==> src/rtl/ptw_pkg.sv <==
package ptw_pkg;
  typedef enum logic [2:0] {
    S_IDLE,
    S_RD0,
    S_W0,
    S_RD1,
    S_W1,
    S_DONE
  } walk_state_e;

  localparam int KEY_USER_BIT = 29;
  localparam int KEY_SUP_BIT  = 30;
  localparam int VALID_BIT    = 31;
endpackage

==> src/rtl/ptw_hash.sv <==
module ptw_hash #(
  parameter int VSID_W    = 24,
  parameter int PIDX_W    = 16,
  parameter int API_W     = 6,
  parameter int GRP_SHIFT = 6
) (
  input  logic [PIDX_W-1:0] pidx,
  input  logic [VSID_W-1:0] vsid,
  input  logic [31:0]       base,
  input  logic [31:0]       mask,
  output logic [API_W-1:0]  api,
  output logic [31:0]       grp_pri,
  output logic [31:0]       grp_sec
);
  logic [VSID_W-1:0] hash_p;
  logic [VSID_W-1:0] hash_s;

  always_comb begin
    hash_p  = vsid ^ VSID_W'(pidx);
    hash_s  = ~hash_p;
    api     = pidx[PIDX_W-1 -: API_W];
    grp_pri = base + ((32'(hash_p) << GRP_SHIFT) & mask);
    grp_sec = base + ((32'(hash_s) << GRP_SHIFT) & mask);
  end
endmodule

==> src/rtl/ptw_match.sv <==
module ptw_match #(
  parameter int VSID_W = 24,
  parameter int API_W  = 6
) (
  input  logic [31:0]       word,
  input  logic [VSID_W-1:0] vsid,
  input  logic [API_W-1:0]  api,
  input  logic              pass,
  output logic              match
);
  import ptw_pkg::*;
  localparam int H_POS    = API_W;
  localparam int VSID_LSB = API_W + 1;

  always_comb begin
    match = word[VALID_BIT]
         && (word[H_POS] == pass)
         && (word[VSID_LSB +: VSID_W] == vsid)
         && (word[API_W-1:0] == api);
  end
endmodule

==> src/rtl/ptw_walker.sv <==
module ptw_walker #(
  parameter int SLOTS     = 8,
  parameter int PAGE_BITS = 12,
  parameter int VSID_W    = 24,
  parameter int API_W     = 6
) (
  input  logic        clk,
  input  logic        rst_n,
  input  logic        req_valid,
  output logic        req_ready,
  input  logic [31:0] req_ea,
  input  logic [31:0] req_sr,
  input  logic        req_pr,
  input  logic [31:0] req_base,
  input  logic [31:0] req_mask,
  input  logic [1:0]  req_acc,
  output logic        rsp_valid,
  input  logic        rsp_ready,
  output logic        rsp_hit,
  output logic [31:0] rsp_offset,
  output logic [31:0] rsp_w0,
  output logic [31:0] rsp_w1,
  output logic        rsp_key,
  output logic [1:0]  rsp_acc,
  output logic        mem_req_valid,
  input  logic        mem_req_ready,
  output logic [31:0] mem_req_addr,
  input  logic        mem_rsp_valid,
  input  logic [31:0] mem_rsp_data
);
  import ptw_pkg::*;

  localparam int SEG_BITS    = 28;
  localparam int PIDX_W      = SEG_BITS - PAGE_BITS;
  localparam int ENTRY_BYTES = 8;
  localparam int W1_OFF      = 4;
  localparam int SLOT_W      = $clog2(SLOTS);
  localparam int ENT_SHIFT   = $clog2(ENTRY_BYTES);
  localparam int GRP_SHIFT   = $clog2(SLOTS * ENTRY_BYTES);
  localparam logic [SLOT_W-1:0] LAST_SLOT = SLOT_W'(SLOTS - 1);

  walk_state_e       state_q;
  logic              pass_q;
  logic [SLOT_W-1:0] slot_q;
  logic [31:0]       grp_pri_q, grp_sec_q;
  logic [VSID_W-1:0] vsid_q;
  logic [API_W-1:0]  api_q;
  logic              key_q;
  logic [1:0]        acc_q;
  logic              hit_q;
  logic [31:0]       off_q, w0_q, w1_q;

  logic [API_W-1:0]  api_c;
  logic [31:0]       grp_pri_c, grp_sec_c;
  logic [31:0]       ent_addr;
  logic              slot_match;
  logic              key_c;
  logic              unused_bits;

  assign unused_bits = ^{req_ea[31:SEG_BITS], req_ea[PAGE_BITS-1:0],
                         req_sr[31], req_sr[28:VSID_W]};

  ptw_hash #(
    .VSID_W(VSID_W), .PIDX_W(PIDX_W), .API_W(API_W), .GRP_SHIFT(GRP_SHIFT)
  ) u_hash (
    .pidx    (req_ea[SEG_BITS-1:PAGE_BITS]),
    .vsid    (req_sr[VSID_W-1:0]),
    .base    (req_base),
    .mask    (req_mask),
    .api     (api_c),
    .grp_pri (grp_pri_c),
    .grp_sec (grp_sec_c)
  );

  ptw_match #(.VSID_W(VSID_W), .API_W(API_W)) u_match (
    .word  (mem_rsp_data),
    .vsid  (vsid_q),
    .api   (api_q),
    .pass  (pass_q),
    .match (slot_match)
  );

  assign key_c    = req_pr ? req_sr[KEY_USER_BIT] : req_sr[KEY_SUP_BIT];
  assign ent_addr = (pass_q ? grp_sec_q : grp_pri_q) + (32'(slot_q) << ENT_SHIFT);

  assign req_ready     = (state_q == S_IDLE);
  assign rsp_valid     = (state_q == S_DONE);
  assign mem_req_valid = (state_q == S_RD0) || (state_q == S_RD1);
  assign mem_req_addr  = (state_q == S_RD1) ? ent_addr + 32'(W1_OFF) : ent_addr;
  assign rsp_hit       = hit_q;
  assign rsp_offset    = off_q;
  assign rsp_w0        = w0_q;
  assign rsp_w1        = w1_q;
  assign rsp_key       = key_q;
  assign rsp_acc       = acc_q;

  always_ff @(posedge clk) begin
    if (!rst_n) begin
      state_q   <= S_IDLE;
      pass_q    <= 1'b0;
      slot_q    <= '0;
      grp_pri_q <= '0;
      grp_sec_q <= '0;
      vsid_q    <= '0;
      api_q     <= '0;
      key_q     <= 1'b0;
      acc_q     <= '0;
      hit_q     <= 1'b0;
      off_q     <= '0;
      w0_q      <= '0;
      w1_q      <= '0;
    end else begin
      case (state_q)
        S_IDLE: if (req_valid) begin
          grp_pri_q <= grp_pri_c;
          grp_sec_q <= grp_sec_c;
          vsid_q    <= req_sr[VSID_W-1:0];
          api_q     <= api_c;
          key_q     <= key_c;
          acc_q     <= req_acc;
          pass_q    <= 1'b0;
          slot_q    <= '0;
          hit_q     <= 1'b0;
          off_q     <= '0;
          w0_q      <= '0;
          w1_q      <= '0;
          state_q   <= S_RD0;
        end
        S_RD0: if (mem_req_ready) state_q <= S_W0;
        S_W0: if (mem_rsp_valid) begin
          if (slot_match) begin
            w0_q    <= mem_rsp_data;
            state_q <= S_RD1;
          end else if (slot_q == LAST_SLOT) begin
            slot_q <= '0;
            if (!pass_q) begin
              pass_q  <= 1'b1;
              state_q <= S_RD0;
            end else begin
              state_q <= S_DONE;
            end
          end else begin
            slot_q  <= slot_q + SLOT_W'(1);
            state_q <= S_RD0;
          end
        end
        S_RD1: if (mem_req_ready) state_q <= S_W1;
        S_W1: if (mem_rsp_valid) begin
          w1_q    <= mem_rsp_data;
          off_q   <= ent_addr;
          hit_q   <= 1'b1;
          state_q <= S_DONE;
        end
        S_DONE: if (rsp_ready) state_q <= S_IDLE;
        default: state_q <= S_IDLE;
      endcase
    end
  end
endmodule

==> config.mk <==
export PLATFORM = sky130hd
export DESIGN_NAME = ptw_walker
export DESIGN_NICKNAME = d
export VERILOG_FILES = /design/src/rtl/ptw_pkg.sv /design/src/rtl/ptw_hash.sv /design/src/rtl/ptw_match.sv /design/src/rtl/ptw_walker.sv
export SDC_FILE = /design/constraint.sdc
export NUM_CORES = 1
export LEC_CHECK = 0
export ABC_CLOCK_PERIOD_IN_PS = 3600
export BUFFER_PORTS_ARGS = -buffer_cell sky130_fd_sc_hd__buf_2
export CORE_UTILIZATION = 40
export DETAILED_ROUTE_END_ITERATION = 7
export PLACE_DENSITY_LB_ADDON = 0.08
export SETUP_SLACK_MARGIN = 0.1
export SLEW_MARGIN = 20
export SYNTH_ARGS = -nofsm -noshare
export SYNTH_HDL_FRONTEND = slang
export SYNTH_SLANG_ARGS = --single-unit
export TNS_END_PERCENT = 5
==> constraint.sdc <==
create_clock -name clk -period 3.6 [get_ports clk]
set_input_delay 0 -clock clk [delete_from_list [all_inputs] [get_ports clk]]
set_output_delay 0 -clock clk [all_outputs]
set_load 0.1 [all_outputs]
==> run summary, run 1 <==
register area share after synthesis: 0.332
number of port buffers: 273
DP Area: 14,000 sq um
CTS buffer count: 17
Final Util: 0.547
ys flop type: dfxtp_1
largest family of logic cells by synthesized area: simple AND/OR/NAND/NOR gates
Avg WL per Cell: 16.5 um
number of distinct library cells after synthesis: 79
Post-DP HPWL: 27,500 um
Synth Instances: 1,469
Worst EP arrival: 3710 ps
worst slew pin tran: 1070 ps
Final period util: 1.03
cell area after synthesis: 11,800 sq um
status: finished, violations left
# nets final: 2,035
violated checks: negative setup slack
Die X: 173 um
CP Data Required Time: 3600 ps
# DRC: 0
Slew Limit Fails: 0
height of the chip: 173 um
skew final: 14.4 ps
initial antenna violation count: 7
Placer Congestion: 0.861
Fin. Hold Viols: 0
simple-gate portion of the synthesized area: 0.237
worst-path fanout max: 5
Overflow after GRT: 0
post-route ant nets: 0
worst ir drop on vdd: 0.000270 V
setup ws final: -105 ps
post-synthesis compound-gate area fraction: 0.191
largest net degree at the start of global routing: 138
Max-Cap Viols: 0
IO Count: 304
Reg clk slew, reported paths: 80 ps
Core Rows: 62
Worst setup SP type: flip-flop
H-tree levels: 4
f_max: 0.270 GHz
post-synthesis mux area share: 0.0309
Sink Count: 195
Longest Clk Path Bufs: 2
initial DRC count: 720
Root Driver: clkbuf_16
Synth Area in Adders: 0.0626
Leakage: 6.91 nW
vias in the first global route: 10,800
TNS Setup: -600 ps
Min-Delay Path Class: input pin to flip-flop
Synthesized Nets: 1,695
total wire length: 36,500 um
RSZ-0062 raised after global routing: yes
via/cell ratio: 5.15
clock latency on the worst-skew pair: 450 ps
post-layout minimum cycle time: 3710 ps
Setup-failing EPs final: 11
starting density of the core: 0.408
Synth async-reset ratio: 0
xor/xnor share of the synthesized area: 0.105
CTS tree: yes
Slew HR: 0.285
gr usage total: 0.240
Synth Warn #: 0
share of cells above drive strength 1: 0.242
pre-CTS WS: 64.1 ps
Mapped Avg Cell Area: 8.00 sq um
Post-synth EDFFs: 0
Core Area: 28,800 sq um
FF+latch count, synth: 195
crit path kind: flip-flop to primary output
Design Area, Final: 15,700 sq um
Die ar.: 30,100 sq um
first-pass GRT wire length: 58,000 um
Vias: 11,400
Pwr Density: 401 nW/um^2
Crit. End Element: primary output
Pre-Repair DR Iteration Count: 5
area delta synth->final: 33.8%
==> per-layer routing <==
| metal | track usage | part of all wire |
|---|---|---|
| met2 | 0.379 | 0.45 |
| met4 | 0.0653 | 0.017 |
| met1 | 0.328 | 0.48 |
| met3 | 0.0513 | 0.055 |
| met5 | 0 | 0.00066 |
==> cells in the mapped netlist, drive strengths merged, types with 16 or more instances <==
master / instances / share of area
o21ai: 39 / 0.017
ha: 54 / 0.057
nand4: 20 / 0.012
xnor2: 64 / 0.048
dfxtp: 195 / 0.33
nand2: 184 / 0.059
xor2: 76 / 0.057
a21oi: 122 / 0.052
nand3: 33 / 0.014
mux2i: 26 / 0.024
a21o: 21 / 0.013
nor3: 16 / 0.0068
a22oi: 59 / 0.038
inv: 40 / 0.013
and2: 34 / 0.019
nor2: 165 / 0.053
clkbuf: 68 / 0.022
a31oi: 44 / 0.025
nor2b: 54 / 0.029
==> registers in the layout (all words and copies together), names as in the netlist <==
name,cells
api_q,6
grp_pri_q,32
grp_sec_q,26
pass_q,1
rsp_acc,2
rsp_hit,1
rsp_key,1
rsp_offset,32
rsp_w0,32
rsp_w1,32
slot_q,3
state_q,3
vsid_q,24
==> layout make-up <==
cell class,count,area [sq um]
fill,2761,13000
multi-input combinational,1155,7710
sequential,195,3910
timing repair buffer,400,2840
tap,384,480
clock buffer,18,439
clock inverter,14,179
inverter,40,155
antenna,5,12.5
==> what timing repair did <==
item | 4_1_cts | 5_1_grt
endpoints found under the hold margin | 113 | 0
resized for setup | 33 | 14
cloned | 0 | 0
setup buffers | 6 | 0
setup endpoints to repair | 18 | 22
pin swaps | 14 | 7
hold buffers | 79 | 0
==> layout by cell type (no fill, tap or decap), types with 5 or more instances in the layout <==
cell / Yosys / layout
a211oi_1: 9 / 8
a21o_1: 21 / 21
a21oi_1: 122 / 122
a22oi_1: 59 / 59
a31oi_1: 43 / 41
and2_1: 32 / 30
and3_1: 14 / 13
buf_12: 0 / 20
buf_2: 7 / 253
buf_4: 0 / 47
clkbuf_16: 0 / 17
clkinv_8: 0 / 6
dfxtp_1: 195 / 192
diode_2: 0 / 5
dlygate4sd3_1: 0 / 79
ha_1: 54 / 53
inv_1: 39 / 38
inv_6: 0 / 5
mux2_2: 5 / 5
mux2i_1: 24 / 22
nand2_1: 184 / 183
nand2b_1: 7 / 7
nand3_1: 32 / 31
nand4_1: 18 / 18
nor2_1: 165 / 157
nor2b_1: 54 / 54
nor3_1: 16 / 12
nor3b_1: 8 / 7
nor4_1: 7 / 7
o21a_1: 8 / 8
o21ai_0: 37 / 36
o21bai_1: 11 / 11
or3_1: 9 / 5
xnor2_1: 63 / 58
xnor2_2: 1 / 5
xor2_1: 76 / 65
xor2_2: 0 / 11
==> worst max-delay path, cell delays in order, from the launching register on <==
cell and delay (ps):
dfxtp_2 360, ha_4 140, inv_2 40, fa_2 350, nor2b_1 120, buf_4 160
o2111ai_2 120, xor2_1 210, mux2i_4 170, nand3_2 120, or3_4 350, or3_4 380
nor4_4 230, xnor2_1 160, bufbuf_16 340
==> power breakdown <==
part	switching, W	leakage, nW	internal [W]
registers	0.0000905	1.59	0.00226
clock network	0.00104	0.296	0.000967
logic	0.00123	5.02	0.000727
==> metrics by stage <==
| step | total power, W | hold slack [ps] | cells |
|---|---|---|---|
| 4_1_cts | 0.00634 | 7.64 | 2206 |
| 5_1_grt | 0.00661 | 26.7 | 2208 |
| 3_3_place_gp | 0.00424 | 241 | 2089 |
| 6_report | 0.00631 | 19.2 | 2211 |
| 3_5_place_dp | 0.00425 | 249 | 2089 |
| 2_1_floorplan | 0.00367 | 136 | 1469 |
==> final timing paths <==
path              cells past startpoint          endpoint  slack, ps     startpoint
setup / recovery                     14  mem_req_addr[31]       -110      slot_q[0]
hold / removal                        2        state_q[2]         20          rst_n
setup reg to reg                     11            pass_q        780         pass_q
hold reg to reg                       2     grp_sec_q[29]        450  grp_sec_q[29]
==> kinds of logic after synthesis <==
family,Yosys count
xor gates and xnor gates,140
adders and majority gates,57
AOI/OAI and AO/OA,350
DFF,195
and+or+nand+nor,575
muxes,33
buffers and inverters,119
Note: power is estimated with default switching activity, not from simulation.
==> run 2: changes to the inputs <==
--- a/config.mk
+++ b/config.mk
@@ -5,7 +5,8 @@
 export SDC_FILE = /design/constraint.sdc
 export NUM_CORES = 1
 export LEC_CHECK = 0
-export ABC_CLOCK_PERIOD_IN_PS = 3600
+export ABC_AREA = 1
+export ABC_CLOCK_PERIOD_IN_PS = 4200
 export BUFFER_PORTS_ARGS = -buffer_cell sky130_fd_sc_hd__buf_2
 export CORE_UTILIZATION = 40
 export DETAILED_ROUTE_END_ITERATION = 7
==> constraint.sdc (replaced) <==
create_clock -name clk -period 4.2 [get_ports clk]
set_input_delay 0 -clock clk [delete_from_list [all_inputs] [get_ports clk]]
set_output_delay 0 -clock clk [all_outputs]
set_load 0.1 [all_outputs]
==> run 2 against run 1 <==
Net effect: final cell count up 33%; critical path type unchanged; largest power group is now combinational cells; clock skew is 1.3 ps lower; synthesized area rose by 15%; count of clock-buffer cells in the layout up 1; sequential power fell by 3%; first-iteration DRC count increased by 5.0%; die area rose by 15%; highest routed layer unchanged; the flow now finishes without violations.
==> run summary, run 2 <==
CP max stage delay: 430 ps (+50 ps)
# DRC: 0 (unchanged)
Global Route met2 Usage: 0.441 (+0.0618)
share of cells above drive strength 1: 0.153 (-0.0888)
Total Power: 0.00803 W (+27%)
f_max: 0.269 GHz
Avg WL per Cell: 15.9 um (-3.4%)
Max-Cap Viols: 0 (unchanged)
ys flop type: dfxtp_1
RSZ-0062 raised after global routing: no
most common cell after layout, fill and taps aside: nand2_1
crit path cell chain: ha_1 > inv_1 > fa_1 > inv_1 > nand2_1 > nand2_1 > nand4_1 > nor2_2 > nand3_1 > nand2_1 > nand2_2 > nor2_2 > nand2_1 > nor2_1 > nand3_1 > nand2_1 > nand2_1 > inv_1 > buf_2
cell area after synthesis: 13,500 sq um (+15%)
Placer Congestion: 0.952 (+10%)
Root Driver: clkbuf_16
initial antenna violation count: 6 (-1)
CTS tree: yes
CTS buffer count: 17 (unchanged)
Longest Clk Path Bufs: 2 (unchanged)
Post-DP HPWL: 36,700 um (+33%)
count leader, synth: nand2_1
Synth Instances: 2,189 (+49%)
worst-path fanout max: 11 (+6)
worst slew pin tran: 888 ps (-184 ps)
TNS Setup: 0 ps (+600 ps)
Pwr Density: 486 nW/um^2 (+21%)
synth cell count leaders: 516 x nand2_1, 323 x nor2_1, 314 x inv_1
Worst setup SP type: flip-flop
Worst EP arrival: 3720 ps (about the same)
Mapped Avg Cell Area: 6.18 sq um (-23%)
Die X: 186 um (+7.2%)
vias in the first global route: 13,300 (+24%)
Crit. End Element: primary output
via/cell ratio: 4.91 (-4.8%)
Synth async-reset ratio: 0 (unchanged)
post-route ant nets: 0 (unchanged)
CP Data Required Time: 4200 ps (+600 ps)
first-pass GRT wire length: 71,400 um (+23%)
initial DRC count: 756 (+5.0%)
CP dominant cell by count: nand2_1
Setup-failing EPs final: 0 (-11)
synth top area cells: dfxtp_1 29%, nand2_1 14%, nor2_1 9.0%
area delta synth->final: 22.0%
total wire length: 47,000 um (+29%)
busiest grt layer: met2
Die ar.: 34,600 sq um (+15%)
Yosys top cell by area: dfxtp_1
Post-CTS Repair Setup Buffers: 0 (-6)
CP max stage cell: nor2_2
Reg clk slew, reported paths: 80 ps (about the same)
number of distinct library cells after synthesis: 42 (-47%)
Hold-fix buffers, CTS: 74 (-6.3%)
FF+latch count, synth: 195 (unchanged)
post-layout minimum cycle time: 3720 ps
Fin. Hold Viols: 0 (unchanged)
Overflow after GRT: 0 (unchanged)
top-area cell type share of the netlist area: 0.288 (-0.0436)
Post-synth EDFFs: 0 (unchanged)
Final period util: 0.887
R2R Setup Slk: 1540 ps (+760 ps)
crit path kind: flip-flop to primary output
Synth Warn #: 0 (unchanged)
Vias: 14,400 (+27%)
Slew Limit Fails: 0 (unchanged)
clock latency on the worst-skew pair: 450 ps (about the same)
Core Rows: 66 (+6.5%)
Synthesized Nets: 2,415 (+42%)
Global Route met3 Usage: 0.0417 (-0.00964)
register area share after synthesis: 0.288 (-0.0436)
height of the chip: 186 um (+7.2%)
largest net degree at the start of global routing: 94 (-32%)
post-cts resize count: 0 (-100%)
starting density of the core: 0.411 (+0.00224)
Min-Delay Path Class: input pin to flip-flop
Slew HR: 0.407 (+0.121)
# nets final: 2,713 (+33%)
IO Count: 304 (unchanged)
gr usage total: 0.270 (+0.0298)
Leakage: 8.30 nW (+20%)
met1 GRT Util: 0.362 (+0.0338)
Sink Count: 195 (unchanged)
skew final: 13.1 ps (-1.33 ps)
Core Area: 32,900 sq um (+14%)
worst ir drop on vdd: 0.000417 V (+54%)
Pre-Repair DR Iteration Count: 5 (unchanged)
status: complete, no violations
H-tree levels: 4 (unchanged)
commonest cells after routing, fill and taps aside: 516 x nand2_1, 321 x nor2_1, 312 x inv_1
number of port buffers: 273 (unchanged)
-- run 2: changes by cell type after synthesis, sizes merged, moves of 25 or more --
cell / before / now
nand2: 184 / 532
inv: 40 / 322
nor2: 165 / 344
o21ai: 39 / 173
a21oi: 122 / 183
a22oi: 59 / 1
nand3: 33 / 89
nor2b: 54 / 0
and2: 34 / 1
a31oi: 44 / 12
xnor2: 64 / 32
mux2i: 26 / 1
-- run 2: layout make-up --
type                       instances  area [sq um]
antenna                            4          10.0
clock buffer                      19           453
clock inverter                    12           118
fill                            3501         16400
inverter                         325          1220
multi-input combinational       1590          8060
sequential                       195          3910
tap                              442           553
timing repair buffer             358          2190
-- run 2: worst max-delay path, delay by kind of cell, from the launching register on --
family | cells | cell delay [ps]
flops | 1 | 390
fa+ha+maj | 2 | 580
simple gates | 13 | 1700
buf+inv | 4 | 600
-- run 2: cells by family after synthesis --
family,count (synthesis),synth area share
buf+inv,404,0.118
xor+xnor,84,0.0544
compound gates,416,0.165
fa+ha+maj,57,0.0544
simple gates,1032,0.319
flops,195,0.288
mux,1,0.000740
-- run 2: final timing paths --
| check | start | endpoint | cells after the start |
|---|---|---|---|
| max | slot_q[0] | mem_req_addr[31] | 19 |
| min | req_mask[6] | grp_sec_q[6] | 6 |
| max reg2reg | state_q[0] | grp_sec_q[26] | 9 |
| min reg2reg | rsp_w1[20] | rsp_w1[20] | 2 |
-- run 2: per-stage QoR --
step | instance area, sq um | setup WS (ps) | hold slack (ps) | cells | util
after global placement | 15200 | 953 | 224 | 2836 | 0.461
after detailed placement | 15200 | 950 | 236 | 2836 | 0.461
final | 16500 | 476 | 42.1 | 2945 | 0.501
after floorplan | 13500 | 545 | 135 | 2189 | -
after global routing | 16500 | 116 | 51.2 | 2945 | 0.501
after CTS | 16500 | 425 | 20.3 | 2941 | 0.501
-- run 2: layer usage --
layer	share of wire	vias to the layer above	routed length [um]
met5	0.00049	-	23
met4	0.021	4	974
met3	0.048	49	2260
met2	0.46	378	21500
met1	0.47	6483	22200
li1	-	7535	-
-- run 2: report_power, final --
part	internal, W	switching, W
sequential	0.00212	0.000152
combinational	0.000871	0.00322
clock	0.000860	0.000799
==> run 3: changes to the inputs <==
==> constraint.sdc (replaced) <==
create_clock -name clk -period 4.2 [get_ports clk]
set_input_delay 0.84 -clock clk [delete_from_list [all_inputs] [get_ports clk]]
set_output_delay 0.84 -clock clk [all_outputs]
set_load 0.1 [all_outputs]
==> run 3 against run 2 <==
Net effect: register-to-register slack got worse by 170 ps; design area increased by 0.55%; non-clock buffer count decreased by 50; routed wire length increased by 0.91%; die area unchanged; flip-flop and latch count unchanged; sequential power about the same; power increased by 4.8%.
==> run summary, run 3 (synthesis gave the netlist of run 2 again) <==
# DRC: 0 (unchanged)
first-pass GRT wire length: 71,600 um (+0.31%)
Die ar.: 34,600 sq um (unchanged)
gr usage total: 0.270 (+0.000521)
Crit. End Element: primary output
HP Start: rsp_offset[5]
Die X: 186 um (unchanged)
worst r2r src: pass_q
Placer Congestion: 0.914 (-4.0%)
CTS buffer count: 17 (unchanged)
starting density of the core: 0.411 (unchanged)
Setup-failing EPs final: 0 (unchanged)
Max-Cap Viols: 0 (unchanged)
CP Data Required Time: 3360 ps (-840 ps)
IO Count: 304 (unchanged)
largest net degree at the start of global routing: 82 (-13%)
Final period util: 0.963 (+0.0764)
initial antenna violation count: 7 (+1)
Root Driver: clkbuf_16
number of port buffers: 273 (unchanged)
Post-DP HPWL: 37,100 um (+1.1%)
Leakage: 8.25 nW (-0.62%)
Multi-input gate area: 8310 sq um (+3.1%)
# nets final: 2,663 (-1.8%)
CTS tree: yes
Min-Delay Path Class: flip-flop to flip-flop
Sink Count: 195 (unchanged)
R2R Setup Slk: 1370 ps (-170 ps)
RSZ-0062 raised after global routing: yes
initial DRC count: 867 (+15%)
post-route ant nets: 0 (unchanged)
Fin. Hold Viols: 0 (unchanged)
f_max: 0.247 GHz (-7.9%)
fill cell count: 3,482 (-0.54%)
CP startpoint: slot_q[0]
Vias: 14,400 (-0.51%)
H-tree levels: 4 (unchanged)
Final Util: 0.504 (+0.00273)
Slew HR: 0.485 (+0.0778)
commonest cells after routing, fill and taps aside: 506 x nand2_1, 307 x nor2_1, 305 x inv_1
Reg clk slew, reported paths: 80 ps (about the same)
skew final: 15.8 ps (+2.76 ps)
Pwr Density: 507 nW/um^2 (+4.2%)
Worst EP arrival: 3200 ps (-520 ps)
via/cell ratio: 4.96 (+1.1%)
worst-path fanout max: 4 (-7)
share of cells above drive strength 1: 0.187 (+0.0337)
Overflow after GRT: 0 (unchanged)
height of the chip: 186 um (unchanged)
Longest Clk Path Bufs: 2 (unchanged)
Worst setup SP type: flip-flop
vias in the first global route: 13,300 (-0.29%)
clock latency on the worst-skew pair: 460 ps (about the same)
status: complete, no violations
crit path kind: flip-flop to primary output
most common cell after layout, fill and taps aside: nand2_1
total wire length: 47,400 um (+0.91%)
Hold-fix buffers, CTS: 0 (-100%)
Hold Worst Slack: 460 ps (+418 ps)
post-layout minimum cycle time: 4040 ps (+321 ps)
Core Rows: 66 (unchanged)
worst slew pin tran: 771 ps (-116 ps)
Avg WL per Cell: 16.4 um (+2.6%)
Core Area: 32,900 sq um (unchanged)
area delta synth->final: 22.7%
Register Area: 3910 sq um (about the same)
Pre-Repair DR Iteration Count: 5 (unchanged)
worst ir drop on vdd: 0.000344 V (-17%)
Slew Limit Fails: 0 (unchanged)
[run 3: area by class of cell]
class,instances,area share
Sequential cell,195,0.235
Clock buffer,19,0.0273
Antenna cell,5,0.000754
Clock inverter,13,0.00965
Multi-Input combinational cell,1590,0.501
Tap cell,442,0.0333
Inverter,325,0.0738
Timing Repair Buffer,308,0.119
[run 3: repair_timing]
action | 4_1_cts | 5_1_grt
pin swaps | 15 | 19
gates resized for setup | 27 | 42
setup endpoints to repair | 14 | 18
setup buffers | 10 | 8
gates cloned | 0 | 2
[run 3: critical path, stage by stage, from the launching register on]
cell     delay [ps]
dfxtp_2         360
ha_4            140
inv_2            40
fa_2            400
inv_2            70
nand2_2          60
nand2_4          80
nand4_1         160
nand2_1         100
nand2_1         130
nor2_1          150
inv_1            50
nor2_1          120
nand3_1         150
nor2_1          200
nand2_1         120
xor2_2          230
buf_12          200
[run 3: stage by stage]
| step | instance area [sq um] | setup TNS, ps | setup WS [ps] | std cells | power (W) |
|---|---|---|---|---|---|
| 6_report | 16600 | 0 | 155 | 2897 | 0.00841 |
| 5_1_grt | 16600 | -641 | -103 | 2896 | 0.00890 |
| 4_1_cts | 16300 | 0 | 103 | 2882 | 0.00835 |
| 2_1_floorplan | 13500 | -1510 | -269 | 2189 | 0.00548 |
| 3_5_place_dp | 15600 | 0 | 248 | 2840 | 0.00659 |
| 3_3_place_gp | 15600 | 0 | 285 | 2840 | 0.00656 |
[run 3: layer usage]
metal,part of all wire,track usage,vias to the layer above
met5,0.00049,0,-
met4,0.014,0.0662,4
met3,0.048,0.0432,37
met2,0.46,0.445,373
met1,0.47,0.366,6521
li1,-,-,7441
[run 3: where the power goes]
group          leakage, nW  switching [W]  internal (W)  total [W]
logic                 6.36        0.00331       0.00110    0.00441
registers             1.60       0.000148       0.00212    0.00227
clock network        0.296       0.000844      0.000887    0.00173
[run 3: worst paths after layout]
check                           cells after the start               end
worst min-delay path                                2     rsp_offset[5]
worst min register to register                      2     rsp_offset[5]
worst max register to register                     13        rsp_w0[21]
worst max-delay path                               17  mem_req_addr[23]
